**src/rtl/flash_poll_pkg.sv**
```systemverilog
package flash_poll_pkg;

  // What the bus carries at the current read
  typedef enum logic [2:0] {
    MODE_ARRAY = 3'd0,
    MODE_BUSY  = 3'd1,
    MODE_SUSP  = 3'd2,
    MODE_FAIL  = 3'd3,
    MODE_ABORT = 3'd4
  } pollMode_e;

  // Strobes from control to datapath
  typedef struct packed {
    pollMode_e mode;
    logic      adv6;     // advance the per-read toggle
    logic      adv2;     // advance the block-qualified toggle
    logic      capture;  // remember the running operation
    logic      failOn;
    logic      abortOn;
  } pollStrobe_t;

  // Bit positions inside the status word
  localparam int unsigned BIT_POLL   = 7;
  localparam int unsigned BIT_TOGGLE = 6;
  localparam int unsigned BIT_FAIL   = 5;
  localparam int unsigned BIT_ERSTRT = 3;
  localparam int unsigned BIT_BLKTOG = 2;
  localparam int unsigned BIT_ABORT  = 1;

endpackage

```
**src/rtl/flash_poll_ctrl.sv**
```systemverilog
module flash_poll_ctrl
  import flash_poll_pkg::*;
(
  input  logic        clk,
  input  logic        rstN,
  input  logic        oeN,
  input  logic        engBusy,
  input  logic        engIsErase,
  input  logic        engSuspended,
  input  logic        engFail,
  input  logic        bufAbort,
  input  logic        cmdReadReset,
  input  logic        cmdAbortReset,
  input  logic        hitOp,
  input  logic        hitSusp,
  output pollStrobe_t strb
);

  logic oePrev;
  logic failFlag;
  logic abortFlag;
  logic readFall;
  pollMode_e mode;

  always_ff @(posedge clk) begin
    if (!rstN) begin
      oePrev    <= 1'b1;
      failFlag  <= 1'b0;
      abortFlag <= 1'b0;
    end else begin
      oePrev    <= oeN;
      failFlag  <= engFail  | (failFlag  & ~cmdReadReset);
      abortFlag <= bufAbort | (abortFlag & ~cmdAbortReset);
    end
  end

  assign readFall = oePrev & ~oeN;

  // Priority: failure, abort, running engine, suspended-block hit
  always_comb begin
    if (failFlag)                     mode = MODE_FAIL;
    else if (abortFlag)               mode = MODE_ABORT;
    else if (engBusy)                 mode = MODE_BUSY;
    else if (engSuspended && hitSusp) mode = MODE_SUSP;
    else                              mode = MODE_ARRAY;
  end

  always_comb begin
    strb.mode    = mode;
    strb.failOn  = failFlag;
    strb.abortOn = abortFlag;
    strb.capture = engBusy & ~failFlag;
    strb.adv6    = readFall & ((mode == MODE_BUSY) | (mode == MODE_FAIL) |
                               (mode == MODE_ABORT));
    strb.adv2    = readFall & ((mode == MODE_SUSP) |
                               ((mode == MODE_BUSY) & engIsErase & hitOp));
  end


  fail_sticky_chk: assert property (@(posedge clk) disable iff (!rstN)
    (failFlag && !cmdReadReset) |=> failFlag);


  abort_sticky_chk: assert property (@(posedge clk) disable iff (!rstN)
    (abortFlag && !cmdAbortReset) |=> abortFlag);


  one_advance_per_read_chk: assert property (@(posedge clk) disable iff (!rstN)
    strb.adv6 |=> !strb.adv6);

endmodule

```
**src/rtl/flash_poll_datapath.sv**
```systemverilog
module flash_poll_datapath
  import flash_poll_pkg::*;
#(
  parameter int unsigned DATA_W = 16,
  parameter int unsigned BLK_W  = 7
) (
  input  logic              clk,
  input  logic              rstN,
  input  pollStrobe_t       strb,
  input  logic [BLK_W-1:0]  rdBlock,
  input  logic [BLK_W-1:0]  opBlock,
  input  logic [BLK_W-1:0]  suspBlock,
  input  logic              engIsErase,
  input  logic              eraseWindowOpen,
  input  logic              progPollBit,
  output logic              hitOp,
  output logic              hitSusp,
  output logic [DATA_W-1:0] statusWord
);

  logic tog6q;
  logic tog2q;
  logic capErase;
  logic capPoll;
  logic pollBit;
  logic eraseStarted;

  assign hitOp   = (rdBlock == opBlock);
  assign hitSusp = (rdBlock == suspBlock);

  always_ff @(posedge clk) begin
    if (!rstN) begin
      tog6q    <= 1'b0;
      tog2q    <= 1'b0;
      capErase <= 1'b0;
      capPoll  <= 1'b0;
    end else begin
      if (strb.adv6)    tog6q <= ~tog6q;
      if (strb.adv2)    tog2q <= ~tog2q;
      if (strb.capture) begin
        capErase <= engIsErase;
        capPoll  <= progPollBit;
      end
    end
  end

  always_comb begin
    unique case (strb.mode)
      MODE_BUSY:              pollBit = engIsErase ? 1'b0 : ~progPollBit;
      MODE_SUSP:              pollBit = 1'b1;
      MODE_FAIL, MODE_ABORT:  pollBit = capErase ? 1'b0 : ~capPoll;
      default:                pollBit = 1'b0;
    endcase
  end

  assign eraseStarted = (strb.mode == MODE_BUSY) & engIsErase & ~eraseWindowOpen;

  always_comb begin
    statusWord = '0;
    if (strb.mode != MODE_ARRAY) begin
      statusWord[BIT_POLL]   = pollBit;
      statusWord[BIT_TOGGLE] = tog6q;
      statusWord[BIT_FAIL]   = strb.failOn;
      statusWord[BIT_ERSTRT] = eraseStarted;
      statusWord[BIT_BLKTOG] = tog2q;
      statusWord[BIT_ABORT]  = strb.abortOn;
    end
  end


  toggle_moves_on_read_chk: assert property (@(posedge clk) disable iff (!rstN)
    strb.adv6 |=> (tog6q != $past(tog6q)));


  toggle_holds_idle_chk: assert property (@(posedge clk) disable iff (!rstN)
    !strb.adv6 |=> $stable(tog6q));


  blk_toggle_holds_chk: assert property (@(posedge clk) disable iff (!rstN)
    !strb.adv2 |=> $stable(tog2q));

endmodule

```
**src/rtl/flash_poll_status.sv**
```systemverilog
module flash_poll_status
  import flash_poll_pkg::*;
#(
  parameter int unsigned DATA_W = 16,
  parameter int unsigned BLK_W  = 7
) (
  input  logic              clk,
  input  logic              rstN,
  input  logic              oeN,
  input  logic [BLK_W-1:0]  rdBlock,
  input  logic              engBusy,
  input  logic              engIsErase,
  input  logic              engSuspended,
  input  logic              engFail,
  input  logic              bufAbort,
  input  logic              eraseWindowOpen,
  input  logic              progPollBit,
  input  logic [BLK_W-1:0]  opBlock,
  input  logic [BLK_W-1:0]  suspBlock,
  input  logic              cmdReadReset,
  input  logic              cmdAbortReset,
  output logic              statusActive,
  output logic [DATA_W-1:0] statusWord
);

  pollStrobe_t strb;
  logic hitOp;
  logic hitSusp;

  flash_poll_ctrl uCtrl (
    .clk           (clk),
    .rstN          (rstN),
    .oeN           (oeN),
    .engBusy       (engBusy),
    .engIsErase    (engIsErase),
    .engSuspended  (engSuspended),
    .engFail       (engFail),
    .bufAbort      (bufAbort),
    .cmdReadReset  (cmdReadReset),
    .cmdAbortReset (cmdAbortReset),
    .hitOp         (hitOp),
    .hitSusp       (hitSusp),
    .strb          (strb)
  );

  flash_poll_datapath #(
    .DATA_W (DATA_W),
    .BLK_W  (BLK_W)
  ) uData (
    .clk             (clk),
    .rstN            (rstN),
    .strb            (strb),
    .rdBlock         (rdBlock),
    .opBlock         (opBlock),
    .suspBlock       (suspBlock),
    .engIsErase      (engIsErase),
    .eraseWindowOpen (eraseWindowOpen),
    .progPollBit     (progPollBit),
    .hitOp           (hitOp),
    .hitSusp         (hitSusp),
    .statusWord      (statusWord)
  );

  assign statusActive = (strb.mode != MODE_ARRAY);


  busy_forces_status_chk: assert property (@(posedge clk) disable iff (!rstN)
    engBusy |-> statusActive);


  spare_bits_zero_chk: assert property (@(posedge clk) disable iff (!rstN)
    !statusWord[0] && !statusWord[4] && ((statusWord >> 8) == '0));


  susp_poll_high_chk: assert property (@(posedge clk) disable iff (!rstN)
    (strb.mode == MODE_SUSP) |-> statusWord[BIT_POLL]);

endmodule

```
**config.mk**
```make
export PLATFORM = sky130hd
export DESIGN_NAME = flash_poll_status
export DESIGN_NICKNAME = d
export VERILOG_FILES = /design/src/rtl/flash_poll_pkg.sv /design/src/rtl/flash_poll_ctrl.sv /design/src/rtl/flash_poll_datapath.sv /design/src/rtl/flash_poll_status.sv
export SDC_FILE = /design/constraint.sdc
export NUM_CORES = 1
export LEC_CHECK = 0
export BUFFER_PORTS_ARGS = -buffer_cell sky130_fd_sc_hd__buf_4
export CORE_AREA = 2 2 46 48
export DETAILED_ROUTE_END_ITERATION = 7
export DIE_AREA = 0 0 48 50
export PLACE_DENSITY = 0.69
export SLEW_MARGIN = 0
export SYNTH_ARGS = -nofsm -noshare
export SYNTH_HDL_FRONTEND = slang
export SYNTH_SLANG_ARGS = --single-unit
export TNS_END_PERCENT = 20
```
**constraint.sdc**
```tcl
create_clock -name clk -period 1.44 [get_ports clk]
set_input_delay 0.288 -clock clk [delete_from_list [all_inputs] [get_ports clk]]
set_output_delay 0.288 -clock clk [all_outputs]
set_load 0.05 [all_outputs]
```
==> results of run 1 <==
-- cells in the mapped netlist, types with 2 or more instances --
cell type,count
nor2_1,4
xnor2_1,6
mux2i_1,3
buf_4,10
nor4_1,2
nand2_1,3
and2_1,2
nand3_1,3
dfxtp_1,7
o21a_1,2
xor2_1,8
nand2b_1,4
nor2b_1,5
-- report_power, final --
| part | internal (mW) | switching (mW) |
|---|---|---|
| Combinational | 0.160 | 0.188 |
| Clock | 0.106 | 0.0728 |
| Sequential | 0.204 | 0.00984 |
-- cell families (layout without fill, tap and decap cells) --
kind of cell | after synthesis | after routing | share of synthesized area
buffers and inverters | 12 | 55 | 0.146
AND/OR/NAND/NOR | 29 | 29 | 0.287
AO/OA/AOI/OAI | 6 | 6 | 0.0748
multiplexers | 3 | 3 | 0.0499
XOR/XNOR | 14 | 14 | 0.204
other | 1 | 10 | 0.00623
flip-flops | 7 | 7 | 0.233
-- area by class of cell --
class,count,share of cell area
Clock buffer,4,0.0236
Multi-Input combinational cell,62,0.426
Sequential cell,7,0.133
Tap cell,27,0.0303
Timing Repair Buffer,51,0.388
-- what timing repair did --
action	4_1_cts	5_1_grt
pin swaps	7	7
buffers inserted	0	0
setup endpoints to repair	6	6
resized for setup	13	12
hold buffers	0	0
-- sequential cells by signal (all words and copies together) (netlist names) --
signal           flops
uCtrl.abortFlag      1
uCtrl.failFlag       1
uCtrl.oePrev         1
uData.capErase       1
uData.capPoll        1
uData.tog2q          1
uData.tog6q          1
-- metal layers --
metal,vias to the layer above,GRT usage
li1,322,-
met2,28,0.249
met3,0,0.0549
met5,-,0
met4,0,0.0270
met1,302,0.168
-- worst paths after layout --
kind / startpoint / end / depth (start not counted)
worst max-delay path: suspBlock[1] / statusWord[2] / 7
worst min-delay path: oeN / uCtrl.oePrev$_SDFF_PN1_ / 2
worst min register to register: uData.tog2q$_SDFFE_PN0P_ / uData.tog2q$_SDFFE_PN0P_ / 2
worst max register to register: uCtrl.failFlag$_SDFF_PN0_ / uData.tog2q$_SDFFE_PN0P_ / 5
-- worst reg2reg max path: cells and delay by family, from the launching register on --
kind	cells	cell delay [ns]
AO/OA/AOI/OAI	1	0.14
flip-flops	1	0.36
multiplexers	1	0.18
AND/OR/NAND/NOR	3	0.75
==> metrics, run 1 <==
status=finished, violations left; CTS buffer count=3; CTS tree=built; vias=652; crit path launch type=input pin; Setup WS post-layout=-0.236 ns; Die H=50 µm; largest net degree at the start of global routing=9; CORE AREA=0.00190 mm²; utilization after layout=0.586; first-pass GRT wire length=2.57 mm; number of synthesis warnings=0; Tot Pwr=740 µW; Critical Path AT=1.39 ns; post-synth top area cell=dfxtp_1; Routed Antenna Nets=0; crit-path max FO=3; residual overflow from global routing=0; Mapped Area=602 µm²; top cells by area, synth=dfxtp_1, buf_4, xor2_1; asr flop ratio synth=0; Unique masters post-synth=26; initial core utilization=0.316; sum of negative setup slack=-0.947 ns; wire length on met3=108 µm; most frequent cells in the layout=buf_4, conb_1, buf_6, xor2_1, xnor2_1; MaxCap Viol Count=0; DR pass1 iterations=4; final non-filler cell total=151; Worst-path clk slew=0.05 ns; failing checks=setup timing; clock period minus worst slack=1.68 ns; worst path bufs/invs=2; final hold vios=0; WHS=0.229 ns; GRT Total Usage=0.146; reg2reg setup slack=-0.05 ns; design area=0.00111 mm²; DP Wirelength=1.34 mm; clk_lat worst skew=0.25 ns; skew final=0.00406 ns; I/O pin count=50; Max Used Layer=met3; commonest non-fill, non-tap cell in the layout=buf_4; CTS max path bufs=2; DIE WIDTH=48 µm; slowest library cell on the worst path=nor4_2; endpoint class of the critical path=output port; register area share after synthesis=0.233; pwr dens=665 mW/mm²; # setup viols final=6; RSZ-0062 raised after global routing=yes; met2 WL post-DR=888 µm; routed wire length=1.57 mm; Main synth FF type=dfxtp_1; Register Area=148 µm²; critical path type=input pin to output port; pre-CTS setup slack=-0.325 ns; H-tree Lvls=1; clock sinks=7; Critical Path RT=1.15 ns; Fill cells=184; HP Class=input pin to flip-flop; Post-synth EDFFs=0; Port Buffer Count=39; post-layout net count=158; slowest stage delay, CP=0.31 ns; Final Slew Violations=0; WL per Instance=10.4 µm; die area=0.00240 mm²; initial antenna violation count=0; Starting DRT DRC Count=4; GP Congestion=0.709; maximum vdd ir drop=0.562 mV; crit-path cells=buf_6 > xor2_2 > nor4_2 > nand3_1 > nand2_4 > and2_4 > buf_8; area grow syn2layout=85.0%; area of the multi-input gates=474 µm²; root buffer cell=clkbuf_4; Inst Count DP=147; share of post-route cells with drive strength above 1=0.565; Mean Syn Cell Area=8.36 µm²; Fmax=597 MHz; number of global-route vias before repair=654; drt via density=4.32; crit share post-route=1.16; Seq cells post-synth=7; # rows=16; DRC viols=0; area post-placement=985 µm²; wl on met1=569 µm; Gate Count Post-Synth=72; Top delay family on crit path=simple AND/OR/NAND/NOR gates; Synth top area share=0.233; Inserted Diodes=0; Leakage=0.502 nW
Note: power is estimated with default switching activity, not from simulation.
==> inputs of run 2 (changes only) <==
==> constraint.sdc (replaced) <==
create_clock -name clk -period 1.44 [get_ports clk]
set_input_delay 0 -clock clk [delete_from_list [all_inputs] [get_ports clk]]
set_output_delay 0 -clock clk [all_outputs]
set_load 0.05 [all_outputs]
==> run 2 against run 1 <==
The run now ends clean. Critical endpoint is now statusWord[7]. Largest cell class unchanged. Worst hold slack lost 0.20 ns. Cell count down 2.0%. Non-clock buffer count fell by 3. Count of clock-buffer cells in the layout unchanged. Design area is 7.1% lower. Utilization fell by 4.1 points. Highest routed layer unchanged. Power down 3.2%.
==> metrics, run 2 (synthesized netlist as in run 1, its figures left out) <==
area grow syn2layout=71.9%; Fill cells=174 (-5.4%); Routed Antenna Nets=0 (unchanged); RR Endpoint=uData.tog2q$_SDFFE_PN0P_; routed wire length=1.51 mm (-3.8%); design area=0.00103 mm² (-7.1%); critical path type=flip-flop to output port; DP Wirelength=1.24 mm (-7.0%); Power Internal=455 µW (-3.2%); Critical Path AT=1.43 ns (+0.04 ns); crit-path max FO=3 (unchanged); slowest library cell on the worst path=dfxtp_2; area of the multi-input gates=450 µm² (-5.0%); vias=620 (-4.9%); Port Buffer Count=39 (unchanged); initial core utilization=0.316 (unchanged); die area=0.00240 mm² (unchanged); most frequent cells in the layout=buf_4, conb_1, xor2_1, xnor2_1; Fmax=700 MHz (+17%); skew final=0.00667 ns (+0.00261 ns); commonest non-fill, non-tap cell in the layout=buf_4; H-tree Lvls=1 (unchanged); most frequent CP cell=buf_6; Reg power frac=0.300 (+0.011); DR pass1 iterations=4 (unchanged); clock period minus worst slack=1.43 ns (-0.248 ns); maximum vdd ir drop=0.537 mV (-4.4%); crit share post-route=0.992 (-0.172); initial antenna violation count=0 (unchanged); Hold EP=uCtrl.failFlag$_SDFF_PN0_; CORE AREA=0.00190 mm² (unchanged); WHS Path Cells=2 (unchanged); Critical Path RT=1.44 ns (+0.29 ns); first-pass GRT wire length=2.46 mm (-4.0%); endpoint class of the critical path=output port; GRT Total Usage=0.142 (-0.00369); Setup WS post-layout=0.0114 ns (+0.248 ns); r2r worst-path depth=5 (unchanged); Worst-path clk slew=0.05 ns (about the same); WHS=0.0315 ns (-0.197 ns); # rows=16 (unchanged); CTS tree=built; Final Slew Violations=0 (unchanged); Critical path origin=uCtrl.failFlag$_SDFF_PN0_; Psw=261 µW (-3.4%); DIE WIDTH=48 µm (unchanged); Register Area=143 µm² (-3.4%); Die H=50 µm (unchanged); crit path launch type=flip-flop; Top delay family on crit path=simple AND/OR/NAND/NOR gates; MaxCap Viol Count=0 (unchanged); crit-path cells=buf_6 > nor4_4 > nand3_2 > o311ai_4 > buf_6; Inserted Diodes=0 (unchanged); reg2reg setup slack=0.05 ns (+0.10 ns); Tot Pwr=716 µW (-3.2%); Starting DRT DRC Count=4 (unchanged); pwr dens=692 mW/mm² (+4.1%); Hold Path Origin=rstN; drt via density=4.19 (-3.0%); slowest stage delay, CP=0.33 ns (+0.02 ns); worst path bufs/invs=2 (unchanged); DRC viols=0 (unchanged); Comb power frac=0.455 (-0.015); Leakage=0.467 nW (-6.9%); Clock Power Share=0.244 (+0.003); clock sinks=7 (unchanged); area post-placement=912 µm² (-7.4%); final hold vios=0 (unchanged); utilization after layout=0.544 (-0.0414); residual overflow from global routing=0 (unchanged); pre-CTS setup slack=-0.0236 ns (+0.301 ns); R2R Path Start=uCtrl.failFlag$_SDFF_PN0_; clk_lat worst skew=0.25 ns (about the same); CTS buffer count=3 (unchanged); status=completed; CTS max path bufs=2 (unchanged); HP Class=input pin to flip-flop; RSZ-0062 raised after global routing=yes; root buffer cell=clkbuf_4; number of global-route vias before repair=609 (-6.9%); largest net degree at the start of global routing=9 (unchanged); post-layout net count=155 (-1.9%); share of post-route cells with drive strength above 1=0.471 (-0.0934); I/O pin count=50 (unchanged); WL per Instance=10.2 µm (-1.8%); Sw Ratio=0.364 (-0.000525); GP Congestion=0.708 (-0.16%); # setup viols final=0 (-6)
run 2: power groups by stage:
stage | Clock (mW) | Combinational [mW] | Sequential, mW
after floorplan | 0 | 0.198 | 0.217
after global placement | 0 | 0.296 | 0.216
after detailed placement | 0 | 0.298 | 0.217
after CTS | 0.181 | 0.310 | 0.213
after global routing | 0.194 | 0.349 | 0.217
final | 0.175 | 0.326 | 0.215
run 2: worst max path at each step:
stage | cells after the start | endpoint
floorplan | 5 | uData.tog2q$_SDFFE_PN0P_
global placement | 5 | uData.tog2q$_SDFFE_PN0P_
detailed placement | 5 | uData.tog2q$_SDFFE_PN0P_
CTS | 5 | statusWord[2]
global route | 5 | statusWord[7]
finish | 5 | statusWord[7]
run 2: cell type report:
type	instances	area share
flip-flops and latches	7	0.138
clock buffers	4	0.0254
repair buffers	48	0.369
multi-input cells	62	0.435
well taps	27	0.0326
run 2: metal layers:
layer	vias up	global-route usage	share of wire
li1	315	-	-
met1	283	0.159	0.37
met4	0	0.0270	0
met5	-	0	0
met3	0	0.0549	0.051
met2	22	0.247	0.58
run 2: worst register-to-register path, stage by stage, from the launching register on:
cell and delay [ns]:
dfxtp_2 0.33, nor2_4 0.11, nand3_2 0.08, or4_4 0.48, a21oi_2 0.14, mux2i_1 0.18
run 2: stage by stage:
stage | cells | setup TNS (ns)
2_1_floorplan | 81 | -0.0407
3_3_place_gp | 139 | 0
3_5_place_dp | 139 | -0.0236
4_1_cts | 147 | -0.234
5_1_grt | 148 | -0.0912
6_report | 148 | 0
run 2: what timing repair did:
item / CTS / global route
setup endpoints to repair: 4 / 4
setup buffers: 0 / 1
pin swaps: 0 / 6
resized for setup: 1 / 9
hold buffers: 4 / 0
endpoints found under the hold margin: 3 / 0
